<file path="config.mk">
export PLATFORM = sky130hd
export DESIGN_NAME = opaddr_gen
export DESIGN_NICKNAME = d
export VERILOG_FILES = /design/src/rtl/opgen_pkg.sv /design/src/rtl/opgen_page_add.sv /design/src/rtl/opgen_index_add.sv /design/src/rtl/opaddr_gen.sv
export SDC_FILE = /design/constraint.sdc
export NUM_CORES = 1
export LEC_CHECK = 0
export BUFFER_PORTS_ARGS = -buffer_cell sky130_fd_sc_hd__buf_4
export CAP_MARGIN = 20
export CORE_MARGIN = 2
export CORE_UTILIZATION = 35
export CTS_CLUSTER_SIZE = 28
export DETAILED_ROUTE_END_ITERATION = 8
export GPL_TIMING_DRIVEN = 1
export SYNTH_ARGS = -nofsm -noshare
export SYNTH_HDL_FRONTEND = slang
export SYNTH_SLANG_ARGS = --single-unit
</file>
<file path="constraint.sdc">
create_clock -name clk -period 3.7 [get_ports clk]
set_clock_uncertainty 0.1 [all_clocks]
set_input_delay 0.37 -clock clk [delete_from_list [all_inputs] [get_ports clk]]
set_output_delay 0.37 -clock clk [all_outputs]
set_load 0.01 [all_outputs]
</file>
<file path="src/rtl/opgen_pkg.sv">
package opgen_pkg;

   typedef enum logic [3:0] {
      AM_NONE  = 4'd0,
      AM_IMPL  = 4'd1,
      AM_IMM   = 4'd2,
      AM_REL   = 4'd3,
      AM_ZP    = 4'd4,
      AM_ZPX   = 4'd5,
      AM_ZPY   = 4'd6,
      AM_INDX  = 4'd7,
      AM_INDY  = 4'd8,
      AM_INDYW = 4'd9,
      AM_ABS   = 4'd10,
      AM_ABSX  = 4'd11,
      AM_ABSXW = 4'd12,
      AM_ABSY  = 4'd13,
      AM_ABSYW = 4'd14,
      AM_UNDEF = 4'd15
   } amode_e;

   typedef enum logic [2:0] {
      ST_IDLE, ST_OP0, ST_OP1, ST_OP2, ST_PLO, ST_PHI
   } seq_e;

   // number of operand bytes taken from the instruction stream
   function automatic logic [1:0] am_len(amode_e m);
      case (m)
         AM_NONE, AM_IMPL, AM_UNDEF:                  am_len = 2'd0;
         AM_ABS, AM_ABSX, AM_ABSXW, AM_ABSY, AM_ABSYW: am_len = 2'd2;
         default:                                     am_len = 2'd1;
      endcase
   endfunction

   function automatic logic am_wvar(amode_e m);
      am_wvar = (m == AM_INDYW) || (m == AM_ABSXW) || (m == AM_ABSYW);
   endfunction

   function automatic logic am_zp(amode_e m);
      am_zp = (m == AM_ZP) || (m == AM_ZPX) || (m == AM_ZPY);
   endfunction

   function automatic logic am_ptr(amode_e m);
      am_ptr = (m == AM_INDX) || (m == AM_INDY) || (m == AM_INDYW);
   endfunction

   function automatic logic am_xidx(amode_e m);
      am_xidx = (m == AM_ABSX) || (m == AM_ABSXW);
   endfunction

   function automatic logic am_yidx(amode_e m);
      am_yidx = (m == AM_ABSY) || (m == AM_ABSYW) || (m == AM_INDY) || (m == AM_INDYW);
   endfunction

endpackage

</file>
<file path="src/rtl/opgen_page_add.sv">
// Adds a small increment to an address, either staying inside the page
// of the base (WRAP=1) or carrying into the high part (WRAP=0).
module opgen_page_add #(
   parameter int AW   = 16,
   parameter int DW   = 8,
   parameter bit WRAP = 1'b1
) (
   input  logic [AW-1:0] base,
   input  logic [DW-1:0] inc,
   output logic [AW-1:0] sum
);
   localparam int HW = AW - DW;

   generate
      if (WRAP) begin : g_wrap
         logic [DW-1:0] low;
         assign low = base[DW-1:0] + inc;
         assign sum = {base[AW-1:DW], low};
      end else begin : g_carry
         assign sum = base + {{HW{1'b0}}, inc};
      end
   endgenerate
endmodule

</file>
<file path="src/rtl/opgen_index_add.sv">
// Full-width base plus index, with page-change detection.
module opgen_index_add #(
   parameter int AW = 16,
   parameter int DW = 8
) (
   input  logic [AW-1:0] base,
   input  logic [DW-1:0] idx,
   output logic [AW-1:0] sum,
   output logic          crossed
);
   localparam int HW = AW - DW;

   assign sum     = base + {{HW{1'b0}}, idx};
   assign crossed = (sum[AW-1:DW] != base[AW-1:DW]);
endmodule

</file>
<file path="src/rtl/opaddr_gen.sv">
module opaddr_gen
   import opgen_pkg::*;
#(
   parameter int AW      = 16,
   parameter int DW      = 8,
   parameter bit ZP_WRAP = 1'b1
) (
   input  logic          clk,
   input  logic          rst_n,
   input  logic          start,
   input  logic [3:0]    mode,
   input  logic [AW-1:0] pc_in,
   input  logic [DW-1:0] idx_x,
   input  logic [DW-1:0] idx_y,
   output logic          busy,
   output logic          rd_en,
   output logic [AW-1:0] rd_addr,
   input  logic [DW-1:0] rd_data,
   output logic          done,
   output logic [AW-1:0] eff_addr,
   output logic [DW-1:0] opnd,
   output logic          uses_mem,
   output logic          page_cross,
   output logic          alt_count,
   output logic [AW-1:0] pc_next
);
   localparam int HW = AW - DW;
   localparam logic [AW-1:0] PC_ONE = AW'(1);
   localparam logic [AW-1:0] PC_TWO = AW'(2);
   localparam logic [DW-1:0] D_ONE  = DW'(1);

   generate
      if (AW != 2 * DW) begin : g_bad_width
         $error("opaddr_gen: AW must be twice DW");
      end
      if (DW < 2) begin : g_bad_dw
         $error("opaddr_gen: DW too small");
      end
   endgenerate

   seq_e          st_q, st_d;
   amode_e        mode_q;
   amode_e        mode_in;
   logic [AW-1:0] pc_q, ptr_q;
   logic [DW-1:0] x_q, y_q, b0_q, lo_q;

   logic [DW-1:0] zp_inc, ix_inc;
   logic [AW-1:0] zp_sum, ptr_nxt, ix_sum, pc_inc1, pc_inc2;
   logic          ix_cross;

   logic          fin, f_mem, f_cross, f_alt, lo_ld, ptr_ld;
   logic [AW-1:0] f_eff, f_pc;
   logic [DW-1:0] f_opnd;

   assign mode_in = amode_e'(mode);
   assign busy    = (st_q != ST_IDLE);
   assign pc_inc1 = pc_q + PC_ONE;
   assign pc_inc2 = pc_q + PC_TWO;

   // page-zero index / pointer base
   always_comb begin
      if (mode_q == AM_ZPY)                          zp_inc = y_q;
      else if (mode_q == AM_ZPX || mode_q == AM_INDX) zp_inc = x_q;
      else                                           zp_inc = '0;
   end

   always_comb begin
      if (am_xidx(mode_q))      ix_inc = x_q;
      else if (am_yidx(mode_q)) ix_inc = y_q;
      else                      ix_inc = '0;
   end

   opgen_page_add #(.AW(AW), .DW(DW), .WRAP(ZP_WRAP)) u_zp_add (
      .base ({{HW{1'b0}}, rd_data}),
      .inc  (zp_inc),
      .sum  (zp_sum)
   );

   opgen_page_add #(.AW(AW), .DW(DW), .WRAP(ZP_WRAP)) u_ptr_add (
      .base (ptr_q),
      .inc  (D_ONE),
      .sum  (ptr_nxt)
   );

   opgen_index_add #(.AW(AW), .DW(DW)) u_ix_add (
      .base    ({rd_data, lo_q}),
      .idx     (ix_inc),
      .sum     (ix_sum),
      .crossed (ix_cross)
   );

   // sequencer: each state consumes the byte requested by the previous one
   always_comb begin
      st_d    = st_q;
      rd_en   = 1'b0;
      rd_addr = '0;
      fin     = 1'b0;
      f_eff   = '0;
      f_opnd  = '0;
      f_mem   = 1'b0;
      f_cross = 1'b0;
      f_alt   = 1'b0;
      f_pc    = pc_q;
      lo_ld   = 1'b0;
      ptr_ld  = 1'b0;
      case (st_q)
         ST_IDLE: begin
            if (start) begin
               if (am_len(mode_in) == 2'd0) begin
                  fin  = 1'b1;
                  f_pc = pc_in;
               end else begin
                  st_d = ST_OP0;
               end
            end
         end
         ST_OP0: begin
            rd_en   = 1'b1;
            rd_addr = pc_q;
            st_d    = ST_OP1;
         end
         ST_OP1: begin
            if (am_len(mode_q) == 2'd2) begin
               rd_en   = 1'b1;
               rd_addr = pc_inc1;
               lo_ld   = 1'b1;
               st_d    = ST_OP2;
            end else if (am_ptr(mode_q)) begin
               rd_en   = 1'b1;
               rd_addr = zp_sum;
               ptr_ld  = 1'b1;
               st_d    = ST_PLO;
            end else begin
               fin    = 1'b1;
               f_opnd = rd_data;
               f_pc   = pc_inc1;
               f_mem  = am_zp(mode_q);
               f_eff  = am_zp(mode_q) ? zp_sum : '0;
            end
         end
         ST_OP2: begin
            fin     = 1'b1;
            f_opnd  = b0_q;
            f_pc    = pc_inc2;
            f_mem   = 1'b1;
            f_eff   = ix_sum;
            f_cross = ix_cross;
            f_alt   = ix_cross | am_wvar(mode_q);
         end
         ST_PLO: begin
            rd_en   = 1'b1;
            rd_addr = ptr_nxt;
            lo_ld   = 1'b1;
            st_d    = ST_PHI;
         end
         ST_PHI: begin
            fin     = 1'b1;
            f_opnd  = b0_q;
            f_pc    = pc_inc1;
            f_mem   = 1'b1;
            f_eff   = ix_sum;
            f_cross = ix_cross;
            f_alt   = ix_cross | am_wvar(mode_q);
         end
         default: st_d = ST_IDLE;
      endcase
      if (fin) st_d = ST_IDLE;
   end

   always_ff @(posedge clk) begin
      if (!rst_n) begin
         st_q   <= ST_IDLE;
         mode_q <= AM_NONE;
         pc_q   <= '0;
         x_q    <= '0;
         y_q    <= '0;
         b0_q   <= '0;
         lo_q   <= '0;
         ptr_q  <= '0;
      end else begin
         st_q <= st_d;
         if (st_q == ST_IDLE && start) begin
            mode_q <= mode_in;
            pc_q   <= pc_in;
            x_q    <= idx_x;
            y_q    <= idx_y;
         end
         if (st_q == ST_OP1) b0_q <= rd_data;
         if (lo_ld)          lo_q <= rd_data;
         if (ptr_ld)         ptr_q <= zp_sum;
      end
   end

   always_ff @(posedge clk) begin
      if (!rst_n) begin
         done       <= 1'b0;
         eff_addr   <= '0;
         opnd       <= '0;
         uses_mem   <= 1'b0;
         page_cross <= 1'b0;
         alt_count  <= 1'b0;
         pc_next    <= '0;
      end else begin
         done <= fin;
         if (fin) begin
            eff_addr   <= f_eff;
            opnd       <= f_opnd;
            uses_mem   <= f_mem;
            page_cross <= f_cross;
            alt_count  <= f_alt;
            pc_next    <= f_pc;
         end
      end
   end

   // no read request outside an instruction
   a_r1_idle_quiet: assert property (@(posedge clk) disable iff (!rst_n)
      !busy |-> !rd_en);

   // no-operand codes leave no memory reference
   a_r2_no_operand: assert property (@(posedge clk) disable iff (!rst_n)
      done && (am_len(mode_q) == 2'd0) |-> !uses_mem && (eff_addr == '0));

   // immediate data is never a memory reference
   a_r3_imm_direct: assert property (@(posedge clk) disable iff (!rst_n)
      done && (mode_q == AM_IMM) |-> !uses_mem);

   // page-zero results stay in page zero
   a_r4_zp_page: assert property (@(posedge clk) disable iff (!rst_n)
      ZP_WRAP && done && am_zp(mode_q) |-> (eff_addr[AW-1:DW] == '0));

   // program counter advances by the operand length
   a_r10_pc_step: assert property (@(posedge clk) disable iff (!rst_n)
      done |-> (pc_next == pc_q + AW'(am_len(mode_q))));

   // crossing only reported for indexed modes
   a_r7_cross_scope: assert property (@(posedge clk) disable iff (!rst_n)
      done && !am_xidx(mode_q) && !am_yidx(mode_q) |-> !page_cross);

   // write forms always take the alternate count
   a_r8_write_alt: assert property (@(posedge clk) disable iff (!rst_n)
      done && am_wvar(mode_q) |-> alt_count);

   // start during an instruction leaves its latched inputs alone
   a_r9_start_held: assert property (@(posedge clk) disable iff (!rst_n)
      busy && start |=> $stable(mode_q) && $stable(pc_q));

endmodule

</file>
== Word level (Yosys, flattened, before mapping) ==
Memory sizes are Yosys's and may differ from the RTL's. A register that Yosys moved wholly into a read port is not among the register bits.
Index checks and enable logic that the tools add are counted.
Widths: inputs -> output; s select.

* Memory bits (writable): 0
* Latch bits: 0
* Register bits after elaboration: 107
* Output and inout port bits: 62
* Memories kept: 2
* Memory bits (read-only): 64
* Input bits: 47

* Reductions and logical operators: 19
* Equality and inequality tests: 20
* Divide/modulo/power cells: 0
* Bitwise operators: 3
* $lt $le $gt $ge: 0
* Multipliers: 0
* Add/sub/neg operators: 5
* Shift-type cells: 0
* Muxes and demuxes: 46

{| class="wikitable"
|+ Memory list
! memory !! words !! bits a word !! rd ports !! clocked after memory_dff !! write ports !! line !! source
|-
| (name not given) || 16 || 2 || 1 || 0 || 0 || opgen_pkg.sv:28 || <nowiki>case (m)</nowiki>
|-
| (name not given) || 16 || 2 || 1 || 1 || 0 || opgen_pkg.sv:28 ||
|}

{| class="wikitable"
|+ Operators by type and width
! kind !! number
|-
| $mux 16 || 5
|-
| $mux 8 || 10
|-
| $pmux 16 s4 || 1
|-
| $pmux 16 s3 || 1
|-
| $pmux 16 s2 || 1
|-
| $eq 4x4->1 const B || 6
|-
| $add 16x1->16 const B || 1
|-
| $add 16x2->16 const B || 1
|-
| $add 16x8->16 || 1
|-
| $eq 4x3->1 const B || 4
|-
| $pmux 8 s2 || 1
|-
| $pmux 3 s5 || 1
|-
| $mux 1 || 13
|-
| $mux 3 || 4
|-
| $logic_or 1x1->1 || 11
|-
| $add 8x1->8 const B || 1
|-
| $add 8x8->8 || 1
|-
| $mux 4 || 2
|-
| $ne 8x8->1 || 1
|-
| $eq 3x2->1 const B || 2
|-
| $eq 3x3->1 const B || 2
|-
| $mux 2 || 3
|-
| $pmux 1 s2 || 3
|-
| $reduce_or 2->1 || 3
|-
| 12 further kinds || 14
|}

== Longest topological paths before layout ==
Gate-level depths: netlist of run 1.

* Word-level depth: 10
* Depth in mapped cells: 15

== Cells and area by module ==
A second synthesis of run 1 with hierarchy kept.

* Cells, all modules: 973
* Area, all modules: 7,601.0 µm²

{| class="wikitable"
|+ Modules (own cells, without submodules)
! module !! sequential area each (µm²) !! cells each !! instances !! area an instance (µm²)
|-
| opaddr_gen || 2,342.2 || 820 || 1 || 6,386.1
|-
| opgen_index_add || 0.0 || 58 || 1 || 473.0
|-
| opgen_page_add (u_zp_add) || 0.0 || 46 || 1 || 371.6
|-
| opgen_page_add (u_ptr_add) || 0.0 || 49 || 1 || 370.4
|}

== Least setup slack after synthesis of run 1 ==
No wires, ideal clock.

* Path kind: register to register
* From: reg mode_q[2]
* To: reg alt_count
* Library setup time: 59 ps
* Required time: 3,541 ps
* Stages on the path, launching flop included: 15
* Period minus slack after synthesis: 3,048 ps
* Buffers on the path: 0
* Path slack: 652 ps
* Data arrival time: 2,889 ps
* Cells stage by stage: dfxtp_1 nor2b_1 inv_1 o22ai_1 a22oi_1 nor2b_1 ha_1 inv_1 fa_1 nor2b_1 o211ai_1 a21boi_0 o21bai_1 a21oi_1 a221o_1

* Cells in the longest elaborated chain, start to end: 10
* Elaborated cells on any way between the ends: 24
* Classes of those cells: add/sub (1); eq/ne (8); mux (6); bitwise (1); reduce/logical (8)

{| class="wikitable"
|+ RTL lines
! what !! line !! source
|-
| start: declaration || opaddr_gen.sv:42 || <nowiki>amode_e mode_q;</nowiki>
|-
| start signal: assignment || opaddr_gen.sv:183 || <nowiki>mode_q <= mode_in;</nowiki>
|-
| $eq 4x4->1 (on tied branches) || opgen_pkg.sv:52, opgen_pkg.sv:36 ||
|-
| $logic_or 1x1->1 (3 in a row) || opgen_pkg.sv:52 || <nowiki>am_yidx = (m == AM_ABSY) || (m == AM_ABSYW) || (m == AM_INDY) || (m == AM_INDYW);</nowiki>
|-
| $mux 8 || opaddr_gen.sv:69 || <nowiki>else if (am_yidx(mode_q)) ix_inc = y_q;</nowiki>
|-
| $mux 8 || opaddr_gen.sv:68 || <nowiki>if (am_xidx(mode_q)) ix_inc = x_q;</nowiki>
|-
| $add 16x8->16 || opgen_index_add.sv:13 || <nowiki>assign sum = base + {{HW{1'b0}}, idx};</nowiki>
|-
| $ne 8x8->1 || opgen_index_add.sv:14 || <nowiki>assign crossed = (sum[AW-1:DW] != base[AW-1:DW]);</nowiki>
|-
| $or 1x1->1 || opaddr_gen.sv:148, opaddr_gen.sv:163 ||
|-
| $mux 1 || - ||
|-
| end signal: assignment || opaddr_gen.sv:210 || <nowiki>alt_count <= f_alt;</nowiki>
|-
| end: declaration || opaddr_gen.sv:24 || <nowiki>output logic alt_count,</nowiki>
|}

Several ways; a longest one is shown, not always the timed one.
A chain may end at the register's enable or synchronous reset.

== Final worst setup path of run 1 ==
* From: reg mode_q[0]
* To: out rd_addr[6]

* Cells in the longest elaborated chain, start to end: 8
* Elaborated cells on any way between the ends: 14
* Classes of those cells: add/sub (1); eq/ne (5); mux (5); reduce/logical (3)

{| class="wikitable"
|+ RTL lines
! what !! line !! source
|-
| $eq 4x3->1 (on tied branches) || opaddr_gen.sv:63, opgen_pkg.sv:44 ||
|-
| $logic_or 1x1->1 || opaddr_gen.sv:63 || <nowiki>else if (mode_q == AM_ZPX || mode_q == AM_INDX) zp_inc = x_q;</nowiki>
|-
| $mux 8 || opaddr_gen.sv:63 ||
|-
| $mux 8 || opaddr_gen.sv:62 || <nowiki>if (mode_q == AM_ZPY) zp_inc = y_q;</nowiki>
|-
| $add 8x8->8 || opgen_page_add.sv:17 || <nowiki>assign low = base[DW-1:0] + inc;</nowiki>
|-
| $mux 8 * || opaddr_gen.sv:128 || <nowiki>end else if (am_ptr(mode_q)) begin</nowiki>
|-
| $mux 16 * || opaddr_gen.sv:123 || <nowiki>if (am_len(mode_q) == 2'd2) begin</nowiki>
|-
| $pmux 16 s3 * || opaddr_gen.sv:106 || <nowiki>case (st_q)</nowiki>
|-
| end: declaration || opaddr_gen.sv:17 || <nowiki>output logic [AW-1:0] rd_addr,</nowiki>
|}

Mark *: on every way between the ends. The rest lies on a longest branch, timed or not.

==> results.ini, run 1 <==
[drt]
via_per_inst=5.51
drc=0
wl_per_cell_um=17.8
drt_iter0_markers=606
routed_wl_um=21100
vias=6519
first_pass_iters=5
drtAntennaViolNets=0

[sta]
tns_ps=0
hold_viol=0
min_period_ps=3430
slew_headroom=0.486
rsz0062_at_grt=false
setup_viol=0
final-max-slew-violation-count=0
hold_slack_ps=165
post-route-period-util=0.927
max_freq_ghz=0.292
setup_slack_ps=271
worst_pin_slew_ps=768

[floorplanning]
die_x_um=142
fp.coreArea_um2=18700
die_area_um2=20200
ios=109
die_height_um=142
rows=50
initial_utilization=0.357

[synth]
yosys_warnings=0
syn_inst=866
yosys.area.top_type=dfxtp_1
synth_cell_type_count=79
yosys.area.top_type_share=0.327
seq_area_frac_synth=0.327
ys_top_cells_by_area=dfxtp_1, nand2_1, a21boi_0
ys.flop_type=dfxtp_1
syn-num-nets=934
syn_area_um2=6680
async_flop_share=0
ys_seq_elements=109
syn_avg_cell_area_um2=7.71
synth_edf_count=0

[placement]
gp_congestion=0.940
post-place-ws_ps=234
portBuffers=108
dp_hpwl_um=15700
place_area_um2=7640

[cts]
cts.sinks=109
clock_latency_ps=360
cts_tree=done
cts_root_buf=clkbuf_16
htree_num_levels=3
clk_path_buf_depth=2
cts_made_buffers=9
hold_buffers=0
clkTransAtPathRegs_ps=80

[worst_setup_path]
worstReg2RegStart=mode_q[2]$_SDFFE_PN0P_
crit_path_max_fanout=15
r2r_slack_ps=510
worstPathArrival_ps=2960
crit_family=compound AO/OA/AOI/OAI gates
end_kind=output pin
max_stage_delay_ps=390
start_kind=register
slowest_stage=fa_1
ff2ff_path_depth=13
r2r_end=alt_count$_SDFFE_PN0P_
critical_path_class=register to output pin
path_cells=buf_4 > nor2_1 > a21oi_1 > nor2_1 > ha_1 > inv_1 > fa_1 > nor2b_1 > o21a_1 > o21ai_0 > a211oi_2 > or2_2 > nand2_1 > buf_4
cp.buffers_inverters=3
crit_required_ps=3230

[global_route]
antenna_found_initial=0
grt_util_all_layers=0.208
grt_pass1_wl_um=33000
grt_overflow_total=0
grt_pass1_vias=5986
grt_max_degree=46

[layout]
area_delta_synth_final_pct=19.7
drive_above_1_share=0.180
nNetsFinal=1013
finalCoreUtilization=0.427
largestRegisters=eff_addr: 16 flops, pc_next: 16 flops, pc_q: 16 flops
fill_cells=1903
design_area_um2=7990
diodes=0

[hold_path]
hold_depth=3
hold_path_class=input port to register
hold-path-endpoint=y_q[5]$_SDFFE_PN0P_
hold_start=idx_y[5]

[outcome]
status=finished clean

[power_and_ir_drop]
power_density_nw_per_um2=353
peakVddDrop_mv=0.189
p_leak_nw=3.21

[flow_run]
max_cap_violations=0

layer usage:
layer  up-vias  track usage  routed length (um)
met5         -            0                   0
met2       232        0.311                8900
li1       3257            -                   -
met1      2997        0.299               10300
met4         0       0.0795                 492
met3        33       0.0330                1340
cell usage after synthesis (3+ instances only):
master / instances
o21ai_0: 52
buf_2: 15
a221o_1: 4
or3_1: 3
nor2b_1: 17
a22o_1: 5
and3_1: 9
nand2_1: 188
clkbuf_1: 37
o221ai_1: 3
a31oi_1: 5
a21o_1: 4
nand3b_1: 5
o211ai_1: 5
ha_1: 19
o31ai_1: 5
o22ai_1: 9
a41oi_1: 3
a222oi_1: 12
and2_1: 6
mux2i_1: 4
nor2_1: 46
a221oi_1: 4
a21boi_0: 58
o21bai_1: 3
nor4_1: 4
a22oi_1: 11
buf_6: 4
nor3b_1: 4
dfxtp_1: 109
nand3_1: 28
nand4_1: 8
a21oi_1: 37
and4_1: 4
xnor2_1: 13
a32o_1: 4
a32oi_1: 3
nor3_1: 13
inv_1: 29
nand2b_1: 6
xor2_1: 20
final cells by class:
| type | instances | area, um2 | share of cell area |
|---|---|---|---|
| Multi-Input combinational cell | 669 | 4140 | 0.518 |
| Sequential cell | 109 | 2190 | 0.274 |
| Timing Repair Buffer | 127 | 953 | 0.119 |
| Tap cell | 234 | 293 | 0.0366 |
| Clock buffer | 9 | 225 | 0.0282 |
| Inverter | 29 | 109 | 0.0136 |
| Clock inverter | 7 | 81.3 | 0.0102 |
metrics by stage:
step	std cells	power, mW
floorplan	866	1.63
global placement	1167	1.82
detailed placement	1167	1.82
CTS	1183	2.84
global route	1184	2.94
finish	1184	2.82
tightest hold or removal path, cell delays in order:
cell and delay [ps]:
buf_4 110, nand2_1 40, a21boi_0 60
cell families (layout without fill, tap and decap cells):
family | count (synthesis) | in the layout | share of synthesized area
AND/OR/NAND/NOR | 352 | 352 | 0.243
AO/OA/AOI/OAI | 259 | 259 | 0.282
flip-flops | 109 | 109 | 0.327
buffers and inverters | 88 | 172 | 0.0574
XOR/XNOR | 33 | 33 | 0.0433
adder cells (fa/ha/maj) | 21 | 21 | 0.0416
multiplexers | 4 | 4 | 0.00600
report_power, final:
| group | total (mW) | leakage, nW | internal (mW) | switching [mW] |
|---|---|---|---|---|
| clock network | 1.02 | 0.152 | 0.537 | 0.482 |
| logic | 0.495 | 2.17 | 0.200 | 0.295 |
| registers | 1.31 | 0.887 | 1.23 | 0.0779 |
| total | 2.82 | 3.21 | 1.97 | 0.855 |
placed cells by master (no fill, tap or decap), types with 6 or more instances in the layout:
cell and instances:
a21boi_0 58, a21oi_1 36, a222oi_1 12, a22oi_1 11, and2_1 6, and3_1 9
buf_4 127, clkbuf_16 9, dfxtp_1 106, ha_1 19, inv_1 29, nand2_1 188
nand3_1 28, nand4_1 8, nor2_1 46, nor2b_1 17, nor3_1 13, o21ai_0 51
o22ai_1 9, xnor2_1 12, xor2_1 20
how the worst max path moves through the flow:
| stage | startpoint | to | slack, ps | depth (start not counted) |
|---|---|---|---|---|
| finish | mode_q[0]$_SDFFE_PN0P_ | rd_addr[6] | 270 | 14 |
| global route | mode_q[0]$_SDFFE_PN0P_ | rd_addr[6] | 10 | 14 |
| CTS | mode_q[1]$_SDFFE_PN0P_ | rd_addr[7] | 10 | 10 |
| detailed placement | mode_q[1]$_SDFFE_PN0P_ | rd_addr[6] | 230 | 14 |
| global placement | mode_q[1]$_SDFFE_PN0P_ | rd_addr[6] | 220 | 14 |
| floorplan | mode_q[2]$_SDFFE_PN0P_ | alt_count$_SDFFE_PN0P_ | 650 | 14 |
timing repair:
item,CTS,global route
endpoints found under the hold margin,0,0
pin swaps,0,4
endpoints found under the setup margin,1,4
buffers inserted,0,1
resized for setup,1,10
(Power assumes the default switching activity.)
==> inputs of run 2 (changes only) <==
REMOVE_ABC_BUFFERS = 1   (was default)
==> run 2 against run 1 <==
  * Critical endpoint is now rd_addr[7]
  * Largest power group unchanged
  * Final cell count shrank 0.17%
  * Worst setup slack worse by 65 ps
  * Register-to-register slack lost 130 ps
  * Global-route usage increased by 0.057 points
==> results.ini, run 2 (synthesized netlist as in run 1, its figures left out) <==
[drt]
vias=6513  ; -0.092%
routed_wl_um=21100  ; about the same
via_per_inst=5.51  ; about the same
wl_per_cell_um=17.8  ; +0.23%
drtAntennaViolNets=0  ; unchanged
drt_iter0_markers=542  ; -11%
drc=0  ; unchanged
first_pass_iters=5  ; unchanged

[placement]
place_area_um2=7630  ; about the same
dp_hpwl_um=15600  ; -1.1%
dp_cells=1166  ; -0.086%
portBuffers=108  ; unchanged
gp_congestion=0.920  ; -2.2%

[floorplanning]
die_height_um=142  ; unchanged
die_area_um2=20200  ; unchanged
rows=50  ; unchanged
initial_utilization=0.357  ; unchanged
fp.coreArea_um2=18700  ; unchanged
die_x_um=142  ; unchanged
ios=109  ; unchanged

[sta]
hold_slack_ps=163  ; -2.36 ps
slew_headroom=0.460  ; -0.0260
post-route-period-util=0.944  ; +0.0176
hold_viol=0  ; unchanged
rsz0062_at_grt=true
final-max-slew-violation-count=0  ; unchanged
worst_pin_slew_ps=807  ; +38.8 ps
min_period_ps=3490  ; +65.0 ps
max_freq_ghz=0.286  ; -1.9%
setup_viol=0  ; unchanged

[power_and_ir_drop]
p_leak_nw=3.19  ; -0.75%
sw_frac_of_total=0.314  ; +0.0110
power_frac_seq=0.470  ; +0.006
p_comb_frac=0.179  ; +0.004
power_density_nw_per_um2=349  ; -1.1%
power.internal_mw=1.90  ; -3.2%
p_sw_uw=871  ; +1.9%
peakVddDrop_mv=0.218  ; +15%
clkPwrFrac=0.351  ; -0.010

[layout]
layout_commonest_cell=nand2_1
fill_cells=1940  ; +1.9%
design_area_um2=7950  ; -0.55%
largestRegisters=eff_addr: 16 flops, pc_next: 16 flops, pc_q: 16 flops
area_delta_synth_final_pct=19.0
nNetsFinal=1011  ; -0.20%
drive_above_1_share=0.174  ; -0.00595
most-common-layout-cells=nand2_1, buf_4, dfxtp_1
instances_no_fill=1182  ; -0.17%
multi_input_area_um2=4130  ; -0.33%
diodes=0  ; unchanged
ff_latch_area_um2=2180  ; -0.23%

[global_route]
grt_max_degree=42  ; -8.7%
grt_util_all_layers=0.208  ; +0.000573
antenna_found_initial=0  ; unchanged
grt_overflow_total=0  ; unchanged
grt_pass1_wl_um=33100  ; +0.35%
grt_pass1_vias=6054  ; +1.1%

[worst_setup_path]
worstReg2RegStart=mode_q[2]$_SDFFE_PN0P_
crit_required_ps=3230  ; about the same
start_kind=register
worstPathArrival_ps=3020  ; +60 ps
end_kind=output pin
crit_start=mode_q[0]$_SDFFE_PN0P_
critical_path_class=register to output pin
crit_path_max_fanout=18  ; +3

[hold_path]
hold_start=idx_y[4]
hold_path_class=input port to register

[cts]
clkTransAtPathRegs_ps=80  ; about the same
cts_made_buffers=9  ; unchanged
hold_buffers=0  ; unchanged
cts_root_buf=clkbuf_16
cts_tree=done
post_cts_buffers=0  ; unchanged
cts.sinks=109  ; unchanged
clk_path_buf_depth=2  ; unchanged
htree_num_levels=3  ; unchanged
clock_latency_ps=360  ; about the same

[flow_run]
max_cap_violations=0  ; unchanged

[outcome]
status=finished clean

## run 2: stage by stage
step / setup slack (ps) / power [mW] / utilization / TNS, ps
final: 206 / 2.77 / 0.425 / 0
after global routing: -31.2 / 2.89 / 0.425 / -34.9
after CTS: 20.4 / 2.79 / 0.424 / 0
after detailed placement: 272 / 1.82 / 0.408 / 0
after global placement: 387 / 1.82 / 0.408 / 0
after floorplan: 477 / 1.59 / - / 0
## run 2: final timing paths
kind	to	slack (ps)	depth (start not counted)
worst max register to register	alt_count$_SDFFE_PN0P_	380	14
worst max-delay path	rd_addr[7]	210	11
worst min-delay path	y_q[4]$_SDFFE_PN0P_	160	3
worst min register to register	eff_addr[2]$_SDFFE_PN0P_	340	2
## run 2: routing by layer
layer | global-route usage | up-vias | share of wire
met5 | 0 | - | 0
met4 | 0.0705 | 0 | 0.018
met3 | 0.0373 | 26 | 0.070
met2 | 0.315 | 209 | 0.44
met1 | 0.299 | 3038 | 0.47
li1 | - | 3240 | -
## run 2: timing repair
| item | in CTS | in global routing |
|---|---|---|
| endpoints found under the hold margin | 0 | 0 |
| gates resized for setup | 0 | 6 |
| setup endpoints to repair | 0 | 8 |
## run 2: cell type report
type / count / area share
clock buffer: 9 / 0.0283
clock inverter: 7 / 0.00897
inverter: 29 / 0.0137
multi-input combinational: 669 / 0.519
sequential: 109 / 0.275
tap: 234 / 0.0368
timing repair buffer: 125 / 0.118
## run 2: critical path, cell delays in order (launching register included)
cell	delay, ps
dfxtp_1	350
buf_4	200
nand3b_1	170
a21oi_1	230
ha_1	270
a21o_1	190
a41oi_1	190
o21ai_0	160
o31ai_1	260
xnor2_1	240
o2111ai_2	200
buf_4	180
## run 2: power by group through the flow
stage / logic, mW / registers, mW / clock network [mW]
after CTS: 0.494 / 1.30 / 0.995
final: 0.496 / 1.30 / 0.973
after floorplan: 0.264 / 1.32 / 0
after global placement: 0.488 / 1.33 / 0
after global routing: 0.543 / 1.31 / 1.03
after detailed placement: 0.493 / 1.33 / 0
==> inputs of run 3 (changes only) <==
CORE_UTILIZATION = 48   (was 35)
PLACE_DENSITY = 0.7   (was default)
==> run 3 against run 2 <==
  * Die area decreased by 26%
  * Non-clock buffer count decreased by 3
  * Utilization increased by 15 points
  * Final cell count decreased by 4.8%
  * Via count increased by 1.7%
  * Design area decreased by 0.93%
  * Combinational power decreased by 1%
  * Register-to-register slack got worse by 100 ps
  * Critical path depth unchanged
  * Count of clock-buffer cells in the layout increased by 1
  * Critical path type unchanged
  * Largest power group unchanged
==> results.ini, run 3 (synthesized netlist as in run 1, its figures left out) <==
[outcome]
status=finished clean

[hold_path]
hold_path_class=input port to register
hold_start=idx_x[1]

[worst_setup_path]
path_cells=buf_4 > nand3b_1 > a21oi_2 > ha_1 > a21o_1 > a41oi_1 > o21ai_0 > o31ai_1 > xnor2_1 > o2111ai_1 > buf_4
crit_required_ps=3230  ; about the same
r2r_slack_ps=280  ; -100 ps
worst_path_most_repeated_cell=buf_4
worstPathArrival_ps=3000  ; -20 ps
slowest_stage=dfxtp_1
start_kind=register
crit_family=compound AO/OA/AOI/OAI gates
r2r_end=alt_count$_SDFFE_PN0P_
end_kind=output pin
critical_path_class=register to output pin
crit_path_max_fanout=18  ; unchanged
worstReg2RegStart=mode_q[2]$_SDFFE_PN0P_
worst-path-stages=11  ; unchanged
crit_path_end=rd_addr[7]
cp.buffers_inverters=2  ; unchanged
crit_start=mode_q[0]$_SDFFE_PN0P_
ff2ff_path_depth=14  ; unchanged
max_stage_delay_ps=340  ; about the same

[cts]
cts_tree=done
htree_num_levels=3  ; unchanged
hold_buffers=0  ; unchanged
cts_root_buf=clkbuf_16
post_cts_buffers=0  ; unchanged
clock_latency_ps=360  ; about the same
cts_resized=1  ; +1
clkTransAtPathRegs_ps=80  ; about the same
cts.sinks=109  ; unchanged
cts_made_buffers=9  ; unchanged
clk_path_buf_depth=2  ; unchanged

[layout]
layout_commonest_cell=nand2_1
instances_no_fill=1125  ; -4.8%
nNetsFinal=1008  ; -0.30%
most-common-layout-cells=nand2_1, buf_4, dfxtp_1
largestRegisters=eff_addr: 16 flops, pc_next: 16 flops, pc_q: 16 flops
fill_cells=1341  ; -31%
area_delta_synth_final_pct=17.9
drive_above_1_share=0.170  ; -0.00368
diodes=0  ; unchanged

[sta]
max_freq_ghz=0.288  ; +0.75%
final-max-slew-violation-count=0  ; unchanged
setup_viol=0  ; unchanged
slew_headroom=0.402  ; -0.0583
tns_ps=0  ; unchanged
post-route-period-util=0.937  ; -0.00706
hold_viol=0  ; unchanged
min_period_ps=3470  ; -26.1 ps
worst_pin_slew_ps=894  ; +87.2 ps
rsz0062_at_grt=false

[drt]
routed_wl_um=19900  ; -5.8%
drt_iter0_markers=860  ; +59%
wl_per_cell_um=17.6  ; -1.1%
drtAntennaViolNets=0  ; unchanged
drc=0  ; unchanged
vias=6626  ; +1.7%
first_pass_iters=5  ; unchanged
via_per_inst=5.89  ; +6.9%

[floorplanning]
die_height_um=122  ; -14%
die_area_um2=14900  ; -26%
initial_utilization=0.487  ; +0.130
ios=109  ; unchanged
die_x_um=122  ; -14%
rows=43  ; -14%
fp.coreArea_um2=13700  ; -27%

[global_route]
grt_pass1_wl_um=31600  ; -4.6%
grt_overflow_total=0  ; unchanged
grt_util_all_layers=0.270  ; +0.0617
antenna_found_initial=0  ; unchanged
grt_max_degree=76  ; +81%
grt_pass1_vias=6020  ; -0.56%

[placement]
portBuffers=108  ; unchanged
dp_hpwl_um=14100  ; -9.3%
dp_cells=1109  ; -4.9%
gp_congestion=0.916  ; -0.41%

[power_and_ir_drop]
p_total_mw=2.83  ; +2.0%
power_density_nw_per_um2=359  ; +2.9%
p_leak_nw=3.17  ; -0.41%
peakVddDrop_mv=0.235  ; +7.9%

[flow_run]
max_cap_violations=0  ; unchanged

## run 3: area by class of cell
type | count | area, um2 | area share
clock buffers | 10 | 239 | 0.0304
clock inverters | 6 | 78.8 | 0.0100
inverters | 29 | 109 | 0.0138
multi-input cells | 669 | 4120 | 0.524
flip-flops and latches | 109 | 2180 | 0.277
well taps | 180 | 225 | 0.0286
repair buffers | 122 | 916 | 0.116
## run 3: worst min-delay path by stage
stage / endpoint / slack, ps / cells after the start
6_report: x_q[1]$_SDFFE_PN0P_ / 160 / 3
5_1_grt: x_q[1]$_SDFFE_PN0P_ / 150 / 3
4_1_cts: x_q[2]$_SDFFE_PN0P_ / 150 / 3
3_5_place_dp: eff_addr[2]$_SDFFE_PN0P_ / 330 / 2
3_3_place_gp: eff_addr[2]$_SDFFE_PN0P_ / 330 / 2
2_1_floorplan: b0_q[0]$_SDFFE_PN0P_ / 340 / 2
## run 3: power by group
group          leakage [nW]  internal, mW  switching, mW
Sequential            0.886          1.23         0.0737
Combinational          2.14         0.198          0.294
Clock                 0.148         0.555          0.479
## run 3: stage by stage
step           utilization  hold slack [ps]  setup slack, ps  area, um2
2_1_floorplan            -              343              477       6400
3_3_place_gp         0.550              328              356       7540
3_5_place_dp         0.550              333              272       7540
4_1_cts              0.573              154             30.6       7860
5_1_grt              0.574              151             28.5       7870
6_report             0.574              160              232       7870
## run 3: worst register-to-register path: stages (launching register included)
cell      delay (ps)
dfxtp_1          450
nor2b_1          320
inv_1             80
o22ai_1          200
buf_4            180
a22o_1           130
and2_1           140
inv_1             60
fa_1             430
nor2b_1          160
o211ai_1         110
a21boi_1         330
o21bai_1         220
a21oi_1          300
a221o_1          160
## run 3: per-layer routing
metal  up-vias  global-route usage  part of all wire
met5         -                   0                 0
met4         0               0.101             0.026
met3        36              0.0365             0.080
met2       290               0.397              0.43
met1      3079               0.401              0.47
li1       3221                   -                 -
